**src/rtl/gpio_irq_pkg.sv**
```systemverilog
// gpio_irq_pkg: shared constants for the GPIO controller.
// Register selectors are word indices (byte offset divided by four).
// Assumes a 32-bit bus and an 8-bit byte address.
package gpio_irq_pkg;
    localparam int BUS_W  = 32;
    localparam int ADDR_W = 8;
    localparam int SEL_W  = ADDR_W - 2;

    localparam logic [SEL_W-1:0] RA_DOUT  = 6'h00;
    localparam logic [SEL_W-1:0] RA_DIN   = 6'h01;
    localparam logic [SEL_W-1:0] RA_DIR   = 6'h02;
    localparam logic [SEL_W-1:0] RA_SET   = 6'h04;
    localparam logic [SEL_W-1:0] RA_CLR   = 6'h05;
    localparam logic [SEL_W-1:0] RA_PEN   = 6'h06;
    localparam logic [SEL_W-1:0] RA_PSEL  = 6'h07;
    localparam logic [SEL_W-1:0] RA_IEN   = 6'h08;
    localparam logic [SEL_W-1:0] RA_ISTAT = 6'h09;
    localparam logic [SEL_W-1:0] RA_IMASK = 6'h0B;
    localparam logic [SEL_W-1:0] RA_ICLR  = 6'h0C;
    localparam logic [SEL_W-1:0] RA_ITYPE = 6'h0D;
    localparam logic [SEL_W-1:0] RA_IBOTH = 6'h0E;
    localparam logic [SEL_W-1:0] RA_ILVL  = 6'h0F;
    localparam logic [SEL_W-1:0] RA_DBEN  = 6'h10;
    localparam logic [SEL_W-1:0] RA_DBPS  = 6'h11;
endpackage

```
**src/rtl/gpio_pin_sync.sv**
```systemverilog
// gpio_pin_sync: two-flop synchronizer for the pin inputs.
// Assumes the pins are asynchronous to clk; the output is the input delayed by two edges.
module gpio_pin_sync #(
    parameter int W = 32
) (
    input  logic         clk,
    input  logic         rst_n,
    input  logic [W-1:0] pin_i,
    output logic [W-1:0] sync_o
);
    logic [W-1:0] meta_q;
    logic [W-1:0] sync_q;

    // Two-stage capture of the raw pins
    always_ff @(posedge clk) begin
        if (!rst_n) begin
            meta_q <= '0;
            sync_q <= '0;
        end else begin
            meta_q <= pin_i;
            sync_q <= meta_q;
        end
    end

    assign sync_o = sync_q;

    // Counts cycles since reset so the delay check only looks at valid history
    logic [1:0] warm_q;
    always_ff @(posedge clk) begin
        if (!rst_n)              warm_q <= '0;
        else if (warm_q != 2'd3) warm_q <= warm_q + 2'd1;
    end


    sync_delay_chk: assert property (@(posedge clk) disable iff (!rst_n)
        (warm_q >= 2'd2) |-> (sync_o == $past(pin_i, 2)));
endmodule

```
**src/rtl/gpio_irq_detect.sv**
```systemverilog
// gpio_irq_detect: per-pin interrupt condition detection and edge latching.
// Assumes sync_i is already synchronized. The mode for each pin comes from three vectors:
// type (1 = level), lvl (1 = low or falling) and both (both edges, edge mode only).
module gpio_irq_detect #(
    parameter int NPIN = 32
) (
    input  logic            clk,
    input  logic            rst_n,
    input  logic [NPIN-1:0] sync_i,
    input  logic [NPIN-1:0] en_i,
    input  logic [NPIN-1:0] type_i,
    input  logic [NPIN-1:0] lvl_i,
    input  logic [NPIN-1:0] both_i,
    input  logic [NPIN-1:0] clr_i,
    output logic [NPIN-1:0] pend_o
);
    logic [NPIN-1:0] prev_q;
    logic [NPIN-1:0] latch_q;
    logic [NPIN-1:0] edge_hit;
    logic [NPIN-1:0] lvl_act;

    // Previous synchronized value for edge comparison
    always_ff @(posedge clk) begin
        if (!rst_n) prev_q <= '0;
        else        prev_q <= sync_i;
    end

    for (genvar i = 0; i < NPIN; i++) begin : g_pin
        logic rise, fall;
        assign rise = sync_i[i] & ~prev_q[i];
        assign fall = ~sync_i[i] & prev_q[i];
        // Edge event qualified by enable and edge mode
        assign edge_hit[i] = en_i[i] & ~type_i[i] &
                             (both_i[i] ? (rise | fall) : (lvl_i[i] ? fall : rise));
        // Level condition, live and unlatched
        assign lvl_act[i]  = en_i[i] & type_i[i] & (sync_i[i] ^ lvl_i[i]);
        assign pend_o[i]   = en_i[i] & (type_i[i] ? lvl_act[i] : latch_q[i]);
    end

    // Edge latch: a new hit overrides a clear in the same cycle
    always_ff @(posedge clk) begin
        if (!rst_n) latch_q <= '0;
        else        latch_q <= (latch_q & ~clr_i) | edge_hit;
    end


    clr_drop_chk: assert property (@(posedge clk) disable iff (!rst_n)
        1'b1 |=> ((latch_q & $past(clr_i & ~edge_hit)) == '0));


    set_wins_chk: assert property (@(posedge clk) disable iff (!rst_n)
        1'b1 |=> ((~latch_q & $past(edge_hit)) == '0));


    no_latch_off_chk: assert property (@(posedge clk) disable iff (!rst_n)
        1'b1 |=> ((latch_q & ~$past(latch_q) & ~$past(en_i)) == '0));
endmodule

```
**src/rtl/gpio_irq_ctrl.sv**
```systemverilog
// gpio_irq_ctrl: register file, pin drive and interrupt combine for the GPIO controller.
// Assumes single-cycle accesses with at most one strobe per cycle; read data is registered.
module gpio_irq_ctrl
    import gpio_irq_pkg::*;
#(
    parameter int NPIN = 32
) (
    input  logic              clk,
    input  logic              rst_n,
    input  logic              bus_wr,
    input  logic              bus_rd,
    input  logic [ADDR_W-1:0] bus_addr,
    input  logic [BUS_W-1:0]  bus_wdata,
    output logic [BUS_W-1:0]  bus_rdata,
    input  logic [NPIN-1:0]   pin_in,
    output logic [NPIN-1:0]   pin_out,
    output logic [NPIN-1:0]   pin_oe,
    output logic              irq
);
    logic [SEL_W-1:0] sel;
    logic [NPIN-1:0]  wpins;
    logic [NPIN-1:0]  dout_q, dir_q, pen_q, psel_q, dben_q;
    logic [NPIN-1:0]  ien_q, imask_q, itype_q, iboth_q, ilvl_q;
    logic [BUS_W-1:0] dbps_q;
    logic [NPIN-1:0]  sync_w, pend_w, status_w, clr_w;
    logic [BUS_W-1:0] rd_mux;
    logic             unused_lsb;

    assign sel        = bus_addr[ADDR_W-1:2];
    assign wpins      = bus_wdata[NPIN-1:0];
    assign unused_lsb = ^bus_addr[1:0];

    gpio_pin_sync #(.W(NPIN)) sync_i (
        .clk    (clk),
        .rst_n  (rst_n),
        .pin_i  (pin_in),
        .sync_o (sync_w)
    );

    // Write-one clear pulse toward the edge latches
    assign clr_w = (bus_wr && sel == RA_ICLR) ? wpins : '0;

    gpio_irq_detect #(.NPIN(NPIN)) det_i (
        .clk    (clk),
        .rst_n  (rst_n),
        .sync_i (sync_w),
        .en_i   (ien_q),
        .type_i (itype_q),
        .lvl_i  (ilvl_q),
        .both_i (iboth_q),
        .clr_i  (clr_w),
        .pend_o (pend_w)
    );

    // Register writes, including atomic set/clear of the output data
    always_ff @(posedge clk) begin
        if (!rst_n) begin
            dout_q  <= '0; dir_q   <= '0; pen_q   <= '0; psel_q <= '0;
            ien_q   <= '0; imask_q <= '0; itype_q <= '0; iboth_q <= '0;
            ilvl_q  <= '0; dben_q  <= '0; dbps_q  <= '0;
        end else if (bus_wr) begin
            case (sel)
                RA_DOUT:  dout_q  <= wpins;
                RA_SET:   dout_q  <= dout_q | wpins;
                RA_CLR:   dout_q  <= dout_q & ~wpins;
                RA_DIR:   dir_q   <= wpins;
                RA_PEN:   pen_q   <= wpins;
                RA_PSEL:  psel_q  <= wpins;
                RA_IEN:   ien_q   <= wpins;
                RA_IMASK: imask_q <= wpins;
                RA_ITYPE: itype_q <= wpins;
                RA_IBOTH: iboth_q <= wpins;
                RA_ILVL:  ilvl_q  <= wpins;
                RA_DBEN:  dben_q  <= wpins;
                RA_DBPS:  dbps_q  <= bus_wdata;
                default:  ;
            endcase
        end
    end

    // Status: pending bits that are not masked
    assign status_w = pend_w & ~imask_q;
    assign irq      = |status_w;
    assign pin_out  = dout_q;
    assign pin_oe   = dir_q;

    // Read selection; write-only, alias and unmapped words return zero
    always_comb begin
        rd_mux = '0;
        case (sel)
            RA_DOUT:  rd_mux[NPIN-1:0] = dout_q;
            RA_DIN:   rd_mux[NPIN-1:0] = sync_w;
            RA_DIR:   rd_mux[NPIN-1:0] = dir_q;
            RA_PEN:   rd_mux[NPIN-1:0] = pen_q;
            RA_PSEL:  rd_mux[NPIN-1:0] = psel_q;
            RA_IEN:   rd_mux[NPIN-1:0] = ien_q;
            RA_ISTAT: rd_mux[NPIN-1:0] = status_w;
            RA_IMASK: rd_mux[NPIN-1:0] = imask_q;
            RA_ITYPE: rd_mux[NPIN-1:0] = itype_q;
            RA_IBOTH: rd_mux[NPIN-1:0] = iboth_q;
            RA_ILVL:  rd_mux[NPIN-1:0] = ilvl_q;
            RA_DBEN:  rd_mux[NPIN-1:0] = dben_q;
            RA_DBPS:  rd_mux           = dbps_q;
            default:  rd_mux           = '0;
        endcase
    end

    // Registered read data, held between reads
    always_ff @(posedge clk) begin
        if (!rst_n)      bus_rdata <= '0;
        else if (bus_rd) bus_rdata <= rd_mux;
    end


    reset_clean_chk: assert property (@(posedge clk)
        !rst_n |=> (pin_oe == '0 && pin_out == '0 && !irq && bus_rdata == '0));


    set_alias_chk: assert property (@(posedge clk) disable iff (!rst_n)
        (bus_wr && sel == RA_SET) |=> (pin_out == ($past(pin_out) | $past(wpins))));


    clr_alias_chk: assert property (@(posedge clk) disable iff (!rst_n)
        (bus_wr && sel == RA_CLR) |=> (pin_out == ($past(pin_out) & ~$past(wpins))));


    all_off_quiet_chk: assert property (@(posedge clk) disable iff (!rst_n)
        (ien_q == '0) |-> !irq);


    rdata_hold_chk: assert property (@(posedge clk) disable iff (!rst_n)
        !bus_rd |=> $stable(bus_rdata));
endmodule

```
**config.mk**
```make
export PLATFORM = sky130hd
export DESIGN_NAME = gpio_irq_ctrl
export DESIGN_NICKNAME = d
export VERILOG_FILES = /design/src/rtl/gpio_irq_pkg.sv /design/src/rtl/gpio_pin_sync.sv /design/src/rtl/gpio_irq_detect.sv /design/src/rtl/gpio_irq_ctrl.sv
export SDC_FILE = /design/constraint.sdc
export NUM_CORES = 1
export LEC_CHECK = 0
export BUFFER_PORTS_ARGS = -buffer_cell sky130_fd_sc_hd__clkbuf_2
export CORE_ASPECT_RATIO = 0.8
export CORE_MARGIN = 2
export CORE_UTILIZATION = 54
export CTS_CLUSTER_DIAMETER = 30
export DETAILED_ROUTE_END_ITERATION = 6
export PLACE_DENSITY = 0.78
export SLEW_MARGIN = 20
export SYNTH_ARGS = -nofsm -noshare
export SYNTH_HDL_FRONTEND = slang
export SYNTH_SLANG_ARGS = --single-unit
```
**constraint.sdc**
```tcl
create_clock -name clk -period 2.1 [get_ports clk]
set_input_delay 0.315 -clock clk [delete_from_list [all_inputs] [get_ports clk]]
set_output_delay 0.315 -clock clk [all_outputs]
set_load 0.005 [all_outputs]
```
==> impl_metrics.ini, run 1 <==
[drt]
via_per_inst = 6.11
drtIter0Drc = 2762
wirelength_mm = 88.2
routedWlPerCell_um = 22.8
drc_errors = 0
via_count = 23685
dr.pass1.iters = 7
detail-route-antenna-nets = 0

[placement]
dp_slack_ns = -0.466
dp_hpwl_mm = 54.6
numPortBuffers = 170
dpl_cell_area_mm2 = 0.0272
gp_congestion = 0.941

[floorplan]
fp.dieH_um = 193
dieArea_mm2 = 0.0465
core_mm2 = 0.0443
die_w_um = 241
io_pins = 173
initial_core_util = 0.546
fp-row-count = 69

[worst_setup_path]
start_kind = flip-flop
crit_type = flip-flop to output pin
critPathArrivalTime_ns = 2.58
crit_fanout = 2
critPathBufInv = 2
cp.required_ns = 1.78
path_cells = xnor2_2 -> a2111oi_2 -> nor4_2 -> buf_4 -> nand3_4 -> or4_4 -> clkbuf_2
critical_path.max_stage_delay_ns = 0.56
r2r_slack_ns = 0.41
slowest_stage = or4_4
end_kind = output pin
crit_family = simple AND/OR/NAND/NOR gates

[sta]
fin_skew_ns = 0.0219
hold_viol = 0
max_freq_mhz = 346
slew_headroom = 0.0688
rsz0062_at_grt = yes
timing.final.ws_setup_ns = -0.791
setup_viol = 1
slew_viol_final = 0
worst_slew_pin_slew_ns = 1.40
min_period_ns = 2.89
hold_ws_ns = 0.0918
finalCritPeriodShare = 1.38

[job]
max-cap-violations = 0

[global_routing]
grt_pass1_wl_mm = 133
antenna_found_initial = 4
grt_max_degree = 295
track_usage = 0.371
grt-ovfl-total = 0
grt_pass1_vias = 23366

[synthesis]
synth_top_area_cell = dfxtp_1
synth_area_mm2 = 0.0242
synth_edf_count = 0
syn-instance-count = 2893
ys_seq_elements = 512
ys.flop_type = dfxtp_1
synth_common_cells = nand2_1 (754), dfxtp_1 (512), a21boi_0 (321)
syn_avg_cell_area_um2 = 8.36
syn-num-nets = 3033
yosysSeqAreaShare = 0.424
yosys_warnings = 0
synth_cell_types = 56
synth.most_common_cell = nand2_1
synthTopCellsByArea = dfxtp_1 (42%), nand2_1 (12%), a21boi_0 (10%)
synthArstFlopShare = 0
synth_top_cell_area_share = 0.424

[clock_tree]
clockBufferDepth = 3
clk_pin_slew_ns = 0.05
cts-root-buf = clkbuf_16
cts_setup_buffers = 0
tritoncts = built
htreeDepth = 3
insertion_delay_ns = 0.63
numCtsBuffers = 95
cts.sinks = 512

[finish]
drive_above_1_share = 0.190
final_core_util = 0.701
nFillCells = 3213
fin_nets = 3333
multiInputGateArea_mm2 = 0.0128
design_area_mm2 = 0.0310
ff_latch_area_mm2 = 0.0103
syn2layout_area_growth_pct = 28.4

[power_and_ir_drop]
vdd_drop_max_mv = 0.583
power_uw = 27200
power_density_mw_per_mm2 = 877
p_leak_uw = 0.0113

[outcome]
violations = setup timing
status = finished, violations left

[hold_path]
min_path_type = primary input to flip-flop
==> power by group <==
part	internal [uW]	switching, uW
clock	10600	5320
sequential	9840	61.6
combinational	537	823
==> per-layer routing <==
metal	GRT usage	vias up	routed length (um)
met1	0.479	11283	34100
met3	0.100	386	10500
met4	0.207	2	5140
li1	-	10521	-
met2	0.560	1493	38400
met5	0	-	13
==> flip-flops by register name (all words and copies together) (netlist names) <==
register,count
sync_i.meta_q,32
det_i.prev_q,32
sync_i.sync_o,32
pin_oe,32
dbps_q,32
itype_q,32
imask_q,32
pin_out,32
bus_rdata,32
ilvl_q,32
pen_q,32
det_i.latch_q,32
ien_q,32
iboth_q,32
dben_q,32
psel_q,32
==> final timing paths <==
check	depth (start not counted)	startpoint	to
max	7	ilvl_q[16]	irq
min reg2reg	1	sync_i.meta_q[22]	sync_i.sync_o[22]
min	3	bus_wdata[7]	dbps_q[7]
max reg2reg	7	sync_i.sync_o[29]	det_i.latch_q[29]
==> metrics by stage <==
step / setup TNS (ns) / cells
detailed placement: -0.632 / 3668
CTS: -0.770 / 3872
floorplan: 0 / 2893
global route: -0.834 / 3874
finish: -0.791 / 3875
global placement: -0.457 / 3668
==> logic make-up after synthesis <==
group	share of synthesized area
DFF	0.424
xor gates and xnor gates	0.0116
AOI/OAI and AO/OA	0.240
muxes	0.0402
and+or+nand+nor	0.196
buffers and inverters	0.0548
adders and majority gates	0.0331
==> repair_timing <==
item                       in CTS  in global routing
gates resized for setup        29                  8
setup endpoints to repair       1                  1
hold buffers                   32                  0
hold endpoints to repair       32                  0
pin swaps                      11                  3
==> area by class of cell <==
class	count	area share
antenna	3	0.000242
clock inverter	58	0.0235
sequential	512	0.330
clock buffer	115	0.0847
tap	603	0.0243
timing repair buffer	437	0.111
inverter	98	0.0119
multi-input combinational	2049	0.414
==> worst reg2reg max path, stage by stage (launching register included) <==
cell	delay [ns]
dfxtp_1	0.36
buf_4	0.15
ha_1	0.17
nor2b_1	0.18
a211oi_1	0.08
a2111oi_0	0.47
a21oi_1	0.08
nor2b_1	0.13
==> placed cells by master (no fill, tap or decap), drive strengths merged, types with 34 or more instances in the layout <==
master and instances:
buf 238, a2bb2oi 54, a21oi 40, a211oi 71
nand2 754, nor2 79, ha 64, dfxtp 512
a22oi 57, inv 108, a2111oi 48, and2 97
o21ai 42, mux2i 97, a21boi 352, nand3 34
clkbuf 282, nor2b 67
(Power assumes the default switching activity.)
==> inputs of run 2 (changes only) <==
--- a/config.mk
+++ b/config.mk
@@ -5,10 +5,12 @@
 export SDC_FILE = /design/constraint.sdc
 export NUM_CORES = 1
 export LEC_CHECK = 0
+export ABC_CLOCK_PERIOD_IN_PS = 2100
 export BUFFER_PORTS_ARGS = -buffer_cell sky130_fd_sc_hd__clkbuf_2
 export CORE_ASPECT_RATIO = 0.8
 export CORE_MARGIN = 2
 export CORE_UTILIZATION = 54
+export CTS_BUF_LIST = sky130_fd_sc_hd__clkbuf_4 sky130_fd_sc_hd__clkbuf_8
 export CTS_CLUSTER_DIAMETER = 30
 export DETAILED_ROUTE_END_ITERATION = 6
 export PLACE_DENSITY = 0.78
==> run 2 against run 1 <==
The run still ends with setup timing left. Final cell count is 0.21% higher. First-iteration DRC count is 2.1% lower. Worst hold slack worse by 0.065 ns. Largest power group unchanged.
==> impl_metrics.ini, run 2 (synthesis results as in run 1) <==
[outcome]
status = finished, violations left
violations = setup timing

[clock_tree]
tritoncts = built
numCtsBuffers = 97
cts_setup_buffers = 0
htreeDepth = 3
insertion_delay_ns = 0.70
clk_pin_slew_ns = 0.06
cts.sinks = 512
clockBufferDepth = 3
cts-root-buf = clkbuf_8

[sta]
slew_viol_final = 0
fin_skew_ns = 0.0347
max_freq_mhz = 327
hold_viol = 0
timing.final.ws_setup_ns = -0.956
finalCritPeriodShare = 1.46
setup_viol = 1
rsz0062_at_grt = yes
worst_slew_pin_slew_ns = 1.23
slew_headroom = 0.181
totalNegativeSetupSlack_ns = -0.956
min_period_ns = 3.06

[worst_setup_path]
start_kind = flip-flop
reg2reg_depth = 5
crit_type = flip-flop to output pin
end_kind = output pin
crit_end = irq
crit_fanout = 2
critPathArrivalTime_ns = 2.74
r2r_end = bus_rdata[18]
crit_path_start = ilvl_q[18]
cp.required_ns = 1.78
reg2reg_from = ilvl_q[18]
r2r_slack_ns = 0.08

[placement]
dp_hpwl_mm = 54.6
dp_slack_ns = -0.466
gp_congestion = 0.941
dp.cells = 3668
dpl_cell_area_mm2 = 0.0272
numPortBuffers = 170

[drt]
routedWlPerCell_um = 22.2
drc_errors = 0
drtIter0Drc = 2705
via_per_inst = 6.01
detail-route-antenna-nets = 0
wirelength_mm = 86.1
via_count = 23325
dr.pass1.iters = 6

[finish]
syn2layout_area_growth_pct = 24.1
layout.cells.non_filler = 3883
fin_nets = 3335
final_common_cell = nand2_1
layout_common_cells = nand2_1 (754), dfxtp_1 (507), a21boi_0 (321)
drive_above_1_share = 0.195
design_area_mm2 = 0.0300

[global_routing]
grt-ovfl-total = 0
antenna_found_initial = 4
grt_max_degree = 295
track_usage = 0.363
grt_pass1_wl_mm = 130
grt_pass1_vias = 22962

[power_and_ir_drop]
p_leak_uw = 0.0109
power_switching_uw = 5420
swShare = 0.239
p_int_uw = 17300
power_density_mw_per_mm2 = 757
power_frac_comb = 0.059
power_frac_seq = 0.435
power_uw = 22700
vdd_drop_max_mv = 0.599
clockPowerShare = 0.506

[floorplan]
io_pins = 173
dieArea_mm2 = 0.0465
fp-row-count = 69
initial_core_util = 0.546
core_mm2 = 0.0443
fp.dieH_um = 193
die_w_um = 241

[hold_path]
min_path_type = primary input to flip-flop

[job]
max-cap-violations = 0
## run 2: cell types whose count changed in the layout (fill, tap and decap cells not counted), moves of 2 or more
cell	before	now
clkbuf_8	9	113
clkbuf_16	99	0
clkbuf_4	0	20
clkbuf_1	7	0
inv_6	9	3
a2111oi_1	6	8
clkinvlp_4	12	10
dfxtp_1	509	507
dfxtp_2	3	5
## run 2: worst min-delay path by stage
stage | from | to | slack (ns) | depth (start not counted)
3_5_place_dp | sync_i.meta_q[22] | sync_i.sync_o[22] | 0.42 | 1
6_report | bus_wdata[7] | dbps_q[7] | 0.03 | 3
5_1_grt | bus_wdata[10] | pen_q[10] | 0.04 | 3
2_1_floorplan | sync_i.meta_q[0] | sync_i.sync_o[0] | 0.41 | 1
4_1_cts | bus_wdata[7] | dbps_q[7] | 0.002 | 3
3_3_place_gp | sync_i.meta_q[6] | sync_i.sync_o[6] | 0.42 | 1
## run 2: layout make-up
type / instances / area (um^2)
fill: 3429 / 14300
multi-input combinational: 2049 / 12800
sequential: 512 / 10300
timing repair buffer: 437 / 3440
clock buffer: 133 / 1710
tap: 603 / 754
clock inverter: 48 / 617
inverter: 98 / 368
antenna: 3 / 7.51
## run 2: layer usage
metal | share of wire | track usage | vias to the layer above
met3 | 0.12 | 0.0972 | 362
li1 | - | - | 10526
met1 | 0.39 | 0.468 | 11065
met2 | 0.43 | 0.546 | 1372
met4 | 0.060 | 0.213 | 0
met5 | 0 | 0 | -
## run 2: worst max-delay path: stages (launching register included)
cell       delay (ns)
dfxtp_1          0.32
xnor2_1          0.13
a2111oi_1        0.93
nor4_2           0.12
buf_4            0.19
nand3_4          0.06
or4_4            0.16
clkbuf_2         0.12
## run 2: power groups by stage
stage | registers [uW] | logic [uW] | clock network (uW)
after floorplan | 10100 | 698 | 0
after global placement | 10100 | 1220 | 0
after detailed placement | 10100 | 1240 | 0
after CTS | 9880 | 1300 | 11500
after global routing | 9890 | 1410 | 12100
final | 9880 | 1350 | 11500
## run 2: through the flow
stage / utilization / hold slack (ns)
after CTS: 0.676 / 0.00166
after detailed placement: 0.614 / 0.422
after global routing: 0.677 / 0.0380
after global placement: 0.614 / 0.420
final: 0.677 / 0.0267
after floorplan: - / 0.412
## run 2: repair_timing
item / CTS / global route
hold buffers: 32 / 0
gates resized for setup: 27 / 12
endpoints found under the setup margin: 1 / 1
gates cloned: 0 / 0
hold endpoints to repair: 32 / 0
pin swaps: 11 / 6
